<file path="src/rtl/irq_router_pkg.sv">
package irq_router_pkg;

    typedef enum logic [1:0] {
        SEL_CTRL   = 2'd0,
        SEL_STATUS = 2'd1,
        SEL_PEND   = 2'd2,
        SEL_PRIO   = 2'd3
    } reg_sel_e;

    typedef enum logic {
        FWD_IDLE = 1'b0,
        FWD_SEND = 1'b1
    } fwd_state_e;

endpackage

</file>
<file path="src/rtl/irq_prio_enc.sv">
module irq_prio_enc #(
    parameter int N  = 8,
    localparam int IW = (N > 1) ? $clog2(N) : 1
) (
    input  logic [N-1:0]  vec,
    output logic [IW-1:0] idx,
    output logic          any
);
    // Scan from the top down so the lowest set bit is the last one kept.
    always_comb begin
        idx = '0;
        any = 1'b0;
        for (int i = N - 1; i >= 0; i--) begin
            if (vec[i]) begin
                idx = i[IW-1:0];
                any = 1'b1;
            end
        end
    end
endmodule

</file>
<file path="src/rtl/irq_fwd_fsm.sv">
module irq_fwd_fsm
    import irq_router_pkg::*;
#(
    parameter int NSRC = 8
) (
    input  logic            clk,
    input  logic            rst_n,
    input  logic            route_remote,
    input  logic [NSRC-1:0] set_vec,
    output logic [NSRC-1:0] pending,
    output logic            pkt_req,
    input  logic            pkt_ack,
    output logic [NSRC-1:0] pkt_status
);
    fwd_state_e      state_q, state_d;
    logic [NSRC-1:0] pend_q;
    logic [NSRC-1:0] snap_q;
    logic            launch;
    logic            done;

    assign launch = (state_q == FWD_IDLE) && route_remote && (pend_q != '0);
    assign done   = (state_q == FWD_SEND) && pkt_ack;

    always_comb begin
        state_d = state_q;
        unique case (state_q)
            FWD_IDLE: if (launch) state_d = FWD_SEND;
            FWD_SEND: if (done)   state_d = FWD_IDLE;
        endcase
    end

    always_ff @(posedge clk) begin
        if (!rst_n) state_q <= FWD_IDLE;
        else        state_q <= state_d;
    end

    always_ff @(posedge clk) begin
        if (!rst_n) begin
            pend_q <= '0;
            snap_q <= '0;
        end else begin
            pend_q <= (pend_q & ~(done ? snap_q : '0)) | set_vec;
            if (launch) snap_q <= pend_q;
        end
    end

    always_comb begin
        pkt_req    = 1'b0;
        pkt_status = '0;
        unique case (state_q)
            FWD_IDLE: ;
            FWD_SEND: begin
                pkt_req    = 1'b1;
                pkt_status = snap_q;
            end
        endcase
    end

    assign pending = pend_q;
endmodule

</file>
<file path="src/rtl/irq_router.sv">
module irq_router
    import irq_router_pkg::*;
#(
    parameter int NSRC = 8,
    parameter int DW   = 32
) (
    input  logic            clk,
    input  logic            rst_n,
    input  logic            reg_wr,
    input  logic [1:0]      reg_addr,
    input  logic [DW-1:0]   reg_wdata,
    output logic [DW-1:0]   reg_rdata,
    input  logic [NSRC-1:0] irq_in,
    output logic            irq_local,
    output logic            pkt_req,
    input  logic            pkt_ack,
    output logic [NSRC-1:0] pkt_status
);
    localparam int IW = (NSRC > 1) ? $clog2(NSRC) : 1;

    logic            route_local;
    logic [NSRC-1:0] status_q;
    logic            gap_q;
    logic [NSRC-1:0] pending;
    logic [IW-1:0]   top_idx;
    logic            top_any;
    logic [NSRC-1:0] src_set;
    logic [NSRC-1:0] status_set;
    logic [NSRC-1:0] pend_set;
    logic [NSRC-1:0] clr_vec;
    logic            wr_ctrl, wr_status, wr_pend, wr_prio;
    reg_sel_e        sel;

    assign sel       = reg_sel_e'(reg_addr);
    assign wr_ctrl   = reg_wr && (sel == SEL_CTRL);
    assign wr_status = reg_wr && (sel == SEL_STATUS);
    assign wr_pend   = reg_wr && (sel == SEL_PEND);
    assign wr_prio   = reg_wr && (sel == SEL_PRIO);

    assign src_set    = irq_in | (wr_pend ? reg_wdata[NSRC-1:0] : '0);
    assign status_set = route_local ? src_set : '0;
    assign pend_set   = route_local ? '0 : src_set;

    irq_prio_enc #(.N(NSRC)) u_enc (
        .vec (status_q),
        .idx (top_idx),
        .any (top_any)
    );

    always_comb begin
        clr_vec = '0;
        if (wr_status) clr_vec = reg_wdata[NSRC-1:0];
        if (wr_prio && top_any) clr_vec = NSRC'(1) << top_idx;
    end

    always_ff @(posedge clk) begin
        if (!rst_n) begin
            route_local <= 1'b1;
            status_q    <= '0;
            gap_q       <= 1'b0;
        end else begin
            if (wr_ctrl) route_local <= reg_wdata[0];
            status_q <= (status_q & ~clr_vec) | status_set;
            gap_q    <= wr_status || wr_prio;
        end
    end

    irq_fwd_fsm #(.NSRC(NSRC)) u_fwd (
        .clk          (clk),
        .rst_n        (rst_n),
        .route_remote (!route_local),
        .set_vec      (pend_set),
        .pending      (pending),
        .pkt_req      (pkt_req),
        .pkt_ack      (pkt_ack),
        .pkt_status   (pkt_status)
    );

    assign irq_local = route_local && (status_q != '0) && !gap_q;

    always_comb begin
        reg_rdata = '0;
        unique case (sel)
            SEL_CTRL:   reg_rdata[0] = route_local;
            SEL_STATUS: reg_rdata[NSRC-1:0] = status_q;
            SEL_PEND:   reg_rdata[NSRC-1:0] = pending;
            SEL_PRIO: begin
                if (top_any) reg_rdata[IW-1:0] = top_idx;
                else         reg_rdata[DW-1]   = 1'b1;
            end
        endcase
    end
endmodule

</file>
<file path="config.mk">
export PLATFORM = sky130hd
export DESIGN_NAME = irq_router
export DESIGN_NICKNAME = d
export VERILOG_FILES = /design/src/rtl/irq_router_pkg.sv /design/src/rtl/irq_prio_enc.sv /design/src/rtl/irq_fwd_fsm.sv /design/src/rtl/irq_router.sv
export SDC_FILE = /design/constraint.sdc
export NUM_CORES = 1
export LEC_CHECK = 0
export BUFFER_PORTS_ARGS = -buffer_cell sky130_fd_sc_hd__buf_2
export CORE_MARGIN = 2
export CORE_UTILIZATION = 49
export DETAILED_ROUTE_END_ITERATION = 8
export GPL_TIMING_DRIVEN = 1
export PLACE_DENSITY = 0.85
export SETUP_SLACK_MARGIN = 0.15
export SLEW_MARGIN = 5
export SYNTH_ARGS = -nofsm -noshare
export SYNTH_HDL_FRONTEND = slang
export SYNTH_SLANG_ARGS = --single-unit
</file>
<file path="constraint.sdc">
create_clock -name clk -period 4 [get_ports clk]
set_input_delay 0.6 -clock clk [delete_from_list [all_inputs] [get_ports clk]]
set_output_delay 0.6 -clock clk [all_outputs]
set_load 0.01 [all_outputs]
</file>
Yosys cells after proc, flatten, opt, wreduce, memory -nomap -nowiden
Index checks and enable logic that the tools add are counted.

storage, ports and cells
  output and inout port bits = 42
  logic and storage cells = 67
  register bits = 27
  bits of input ports = 46

cells by class
  bitwise gates (word level) = 8
  multiplexer cells = 33
  equality and inequality tests = 3
  reductions and logical operators = 16
  shifts and indexed selects = 1

operators with widths
  operator                                                           number
  8-bit two-way mux                                                  7
  3-bit two-way mux                                                  9
  8-bit bitwise OR                                                   3
  8-bit AND                                                          2
  8-bit NOT                                                          2
  8-bit nonzero test                                                 2
  1-bit two-way mux                                                  13
  1-bit logical AND                                                  10
  5-bit one-hot mux with 2 select lines                              1
  1-bit by 3-bit left shift with 8-bit output, first input constant  1
  2-bit one-hot mux with 3 select lines                              1
  2-bit == test, second input constant                               2
  1-bit one-hot mux with 4 select lines                              1
  2-bit by 1-bit == test with 1-bit output, second input constant    1
  1-bit logical NOT                                                  2
  2-bit logical NOT                                                  1
  1-bit one-hot mux with 2 select lines                              1
  1-bit logical OR                                                   1
  1-bit NOT                                                          1

Longest topological paths before layout
  depth in word-level cells = 13
  gate-level depth with buffers = 9
  depth with buffers taken out = 7

Hierarchy
A second synthesis with hierarchy kept.

unflattened totals
  cells, all modules = 236
  area, all modules = 1889.3 um^2

modules (own cells, without submodules)
  module        cells each  area an instance (um^2)  seq. area each (um^2)  instances
  irq_router    131         970.9                    200.2                  1
  irq_fwd_fsm   92          838.3                    340.3                  1
  irq_prio_enc  13          80.1                     0.0                    1

Least setup slack after synthesis
OpenSTA, ideal clock, no wires.

  path kind = input -> output
  start = in reg_addr[0]
  end = out reg_rdata[2]
  arrival time = 1.572 ns
  stages on the path = 4
  path slack = 1.828 ns
  path buffers = 0
  required time = 3.400 ns
  cell sequence = ha_1 nand2_1 or4_1 a21oi_1

on the way
  longest elaborated chain between the ends = 2
  elaborated cells between the ends (all ways) = 4
  classes of those cells = 3 x eq/ne; 1 x mux

RTL lines
  item                                                                              line              RTL
  start, declared                                                                   irq_router.sv:10  input logic [1:0] reg_addr,
  2-bit == test / 2-bit by 1-bit == test with 1-bit output (equally long branches)  irq_router.sv:83  unique case (sel)
  2-bit one-hot mux with 3 select lines *                                           irq_router.sv:83
  end, declared                                                                     irq_router.sv:12  output logic [DW-1:0] reg_rdata,

Every way passes the cells marked *; elsewhere a longest branch is shown, timed or not.

Worst setup path in the final report
  start = in reg_addr[1]
  end = out reg_rdata[0]

on the way
  longest elaborated chain between the ends = 2
  elaborated cells between the ends (all ways) = 5
  classes of those cells = 3 x eq/ne; 1 x mux; 1 x reduce/logical

RTL lines
  item                                         line
  2-bit == test, or another cell as far along  irq_router.sv:83
  1-bit one-hot mux with 4 select lines *      irq_router.sv:83

Marked as above.

==> impl_metrics.py <==
metrics = {
    "synth": {
        "synth-seq-cells": 27,
        "syn_avg_cell_area_um2": 8.000,
        "yosys_most_used_dff": "dfxtp_1",
        "synthesis.area_um2": 1768,
        "synthTopCellsByArea": "dfxtp_1 31%, buf_4 10%, and2_1 7.1%",
        "synth_edf_count": 0,
        "yosysSeqAreaShare": 0.3057,
        "synth_cell_types": 43,
        "async_flop_share": 0,
        "syn_inst": 221,
        "yosys.area.top_type_share": 0.3057,
        "ys_warn_count": 0,
        "synth_common_cells": "27 x dfxtp_1, 26 x nand2_1, 24 x buf_4",
        "yosys.area.top_type": "dfxtp_1",
        "synth_most_common_cell": "dfxtp_1",
    },
    "pwr": {
        "max-vdd-ir-drop_mv": 0.2070,
        "power_density_nw_per_um2": 286.7,
        "p_leak_nw": 0.9108,
    },
    "clock_tree": {
        "htree_levels": 1,
        "ctsResizeCount": 0,
        "cts_tree": "built",
        "clk_path_buf_depth": 2,
        "cts_num_sinks": 27,
        "cts_made_buffers": 3,
        "cts_root_buf": "clkbuf_4",
        "cts.clk_slew.worst_paths_ns": 0.15,
        "clkLatencyLatePin_ns": 0.34,
        "hold_buffers": 0,
        "post-cts-setup-buffers": 0,
    },
    "drt": {
        "drc_errors": 0,
        "route.vias.total": 1565,
        "drtAntennaViolNets": 0,
        "drt_iter0_markers": 79,
        "routed_wirelength_mm": 3.849,
        "wl_per_cell_um": 12.87,
        "dr.pass1.iters": 4,
        "vias_per_cell": 5.234,
    },
    "timing": {
        "hold_viol": 0,
        "finalCritPeriodShare": 0.6076,
        "fmax_mhz": 411.5,
        "slew_viol_final": 0,
        "setup_viol": 0,
        "rsz0062_at_grt": "no",
        "finClkSkew_ns": 0.004866,
        "fin_crit_ns": 2.430,
        "tns_ns": 0,
    },
    "setup_path": {
        "crit_required_ns": 3.40,
        "start_kind": "input port",
        "crit_path_max_fanout": 12,
        "crit_type": "in -> out",
        "arrival_ns": 1.83,
        "endpoint_kind": "output port",
    },
    "placed_design": {
        "port_buffers": 40,
        "dp_hpwl_mm": 2.965,
        "place.gp.congestion": 0.8397,
    },
    "floorplan": {
        "die-area_um2": 4104,
        "die_w_um": 64.07,
        "rows": 21,
        "io_pins": 88,
        "start_util": 0.5216,
        "core_um2": 3390,
        "chipHeight_um": 64.07,
    },
    "outcome": {
        "status": "finished clean",
    },
    "layout": {
        "drive_gt1_frac": 0.2016,
        "area_growth_pct": 7.856,
        "nNetsFinal": 305,
        "num_antenna_cells": 0,
        "fin_util": 0.5626,
        "fillCellCount": 346,
    },
    "grt": {
        "grt_usage": 0.1987,
        "grt_overflow": 0,
        "grt_max_degree": 29,
        "grt_pass1_wl_mm": 6.444,
        "antenna_found_initial": 0,
        "grt_pass1_vias": 1364,
    },
    "hold_path": {
        "hp-class": "in -> reg",
    },
    "flow_run": {
        "maxCapViolations": 0,
    },
}
power by group:
| part | internal (W) | total (W) | leakage, nW | switching, W |
|---|---|---|---|---|
| sequential | 0.000283 | 0.000305 | 0.221 | 0.0000219 |
| clock | 0.0000378 | 0.000124 | 0.0177 | 0.0000862 |
| combinational | 0.0000493 | 0.000118 | 0.672 | 0.0000687 |
| total | 0.000370 | 0.000547 | 0.911 | 0.000177 |
cell families (layout without fill, tap and decap cells):
| kind of cell | Yosys count | in the layout | synth area share |
|---|---|---|---|
| AOI/OAI and AO/OA | 54 | 54 | 0.1989 |
| adders and majority gates | 5 | 5 | 0.03539 |
| buffers and inverters | 40 | 50 | 0.1422 |
| DFF | 27 | 27 | 0.3057 |
| muxes | 8 | 8 | 0.04530 |
| other | 1 | 23 | 0.002121 |
| and+or+nand+nor | 86 | 86 | 0.2703 |
path summary, 6_finish.rpt:
kind                    start         endpoint  slack [ns]  cells past startpoint
min                   pkt_ack    u_fwd.state_q        0.51                      3
min reg2reg   u_fwd.snap_q[7]  u_fwd.snap_q[7]        0.55                      2
max               reg_addr[1]     reg_rdata[0]        1.57                      7
max reg2reg  u_fwd.pending[5]  u_fwd.snap_q[2]        2.43                      4
metrics by stage:
| step | instances | cell area [um2] | setup WS (ns) | total power, W | hold WS [ns] |
|---|---|---|---|---|---|
| 6_report | 299 | 1907 | 1.570 | 0.0005466 | 0.5138 |
| 5_1_grt | 299 | 1907 | 1.431 | 0.0005797 | 0.5095 |
| 4_1_cts | 299 | 1907 | 1.578 | 0.0005469 | 0.5149 |
| 3_5_place_dp | 295 | 1879 | 1.578 | 0.0004265 | 0.5298 |
| 3_3_place_gp | 295 | 1879 | 1.589 | 0.0004244 | 0.5156 |
| 2_1_floorplan | 243 | 1851 | 1.828 | 0.0004073 | 0.5002 |
flip-flops by register name, summed over array words and instances (netlist names):
| name | flops |
|---|---|
| route_local | 1 |
| gap_q | 1 |
| u_fwd.state_q | 1 |
| u_fwd.snap_q | 8 |
| u_fwd.pending | 8 |
| status_q | 8 |
per-layer routing:
layer  share of wire  wire length (um)  track usage  vias to the layer above
met5               0                 0            0                        -
met4           0.010                40      0.05707                        0
met3           0.095               365      0.04049                        5
met2            0.45              1716       0.3086                       81
met1            0.45              1725       0.2770                      701
li1                -                 -            -                      778
layout make-up:
cell class                      count  area (um2)  share of cell area
Tap cell                           46       57.56             0.03018
Timing Repair Buffer               40       200.2              0.1050
Inverter                            6       22.52             0.01181
Multi-Input combinational cell    176        1059              0.5551
Clock inverter                      1       5.005            0.002625
Clock buffer                        3       22.52             0.01181
Sequential cell                    27       540.5              0.2835
placed cells by master (no fill, tap or decap), types with 2 or more instances in the layout:
cell type / count
a21boi_0: 2
a21o_1: 3
a21oi_1: 13
a221oi_1: 2
a22oi_1: 6
and2_1: 20
buf_2: 40
clkbuf_4: 3
conb_1: 23
dfxtp_1: 27
ha_1: 5
inv_1: 6
mux2i_1: 8
nand2_1: 26
nand2b_1: 3
nand3_1: 5
nor2_1: 6
nor2_2: 2
nor2b_1: 15
nor4_1: 3
o21ai_1: 14
critical path, stage by stage:
cell and delay [ns]:
buf_2 0.11, inv_1 0.09, ha_1 0.41, a221o_1 0.23
a21oi_1 0.04, a21oi_1 0.18, buf_2 0.17
(Power assumes the default switching activity.)
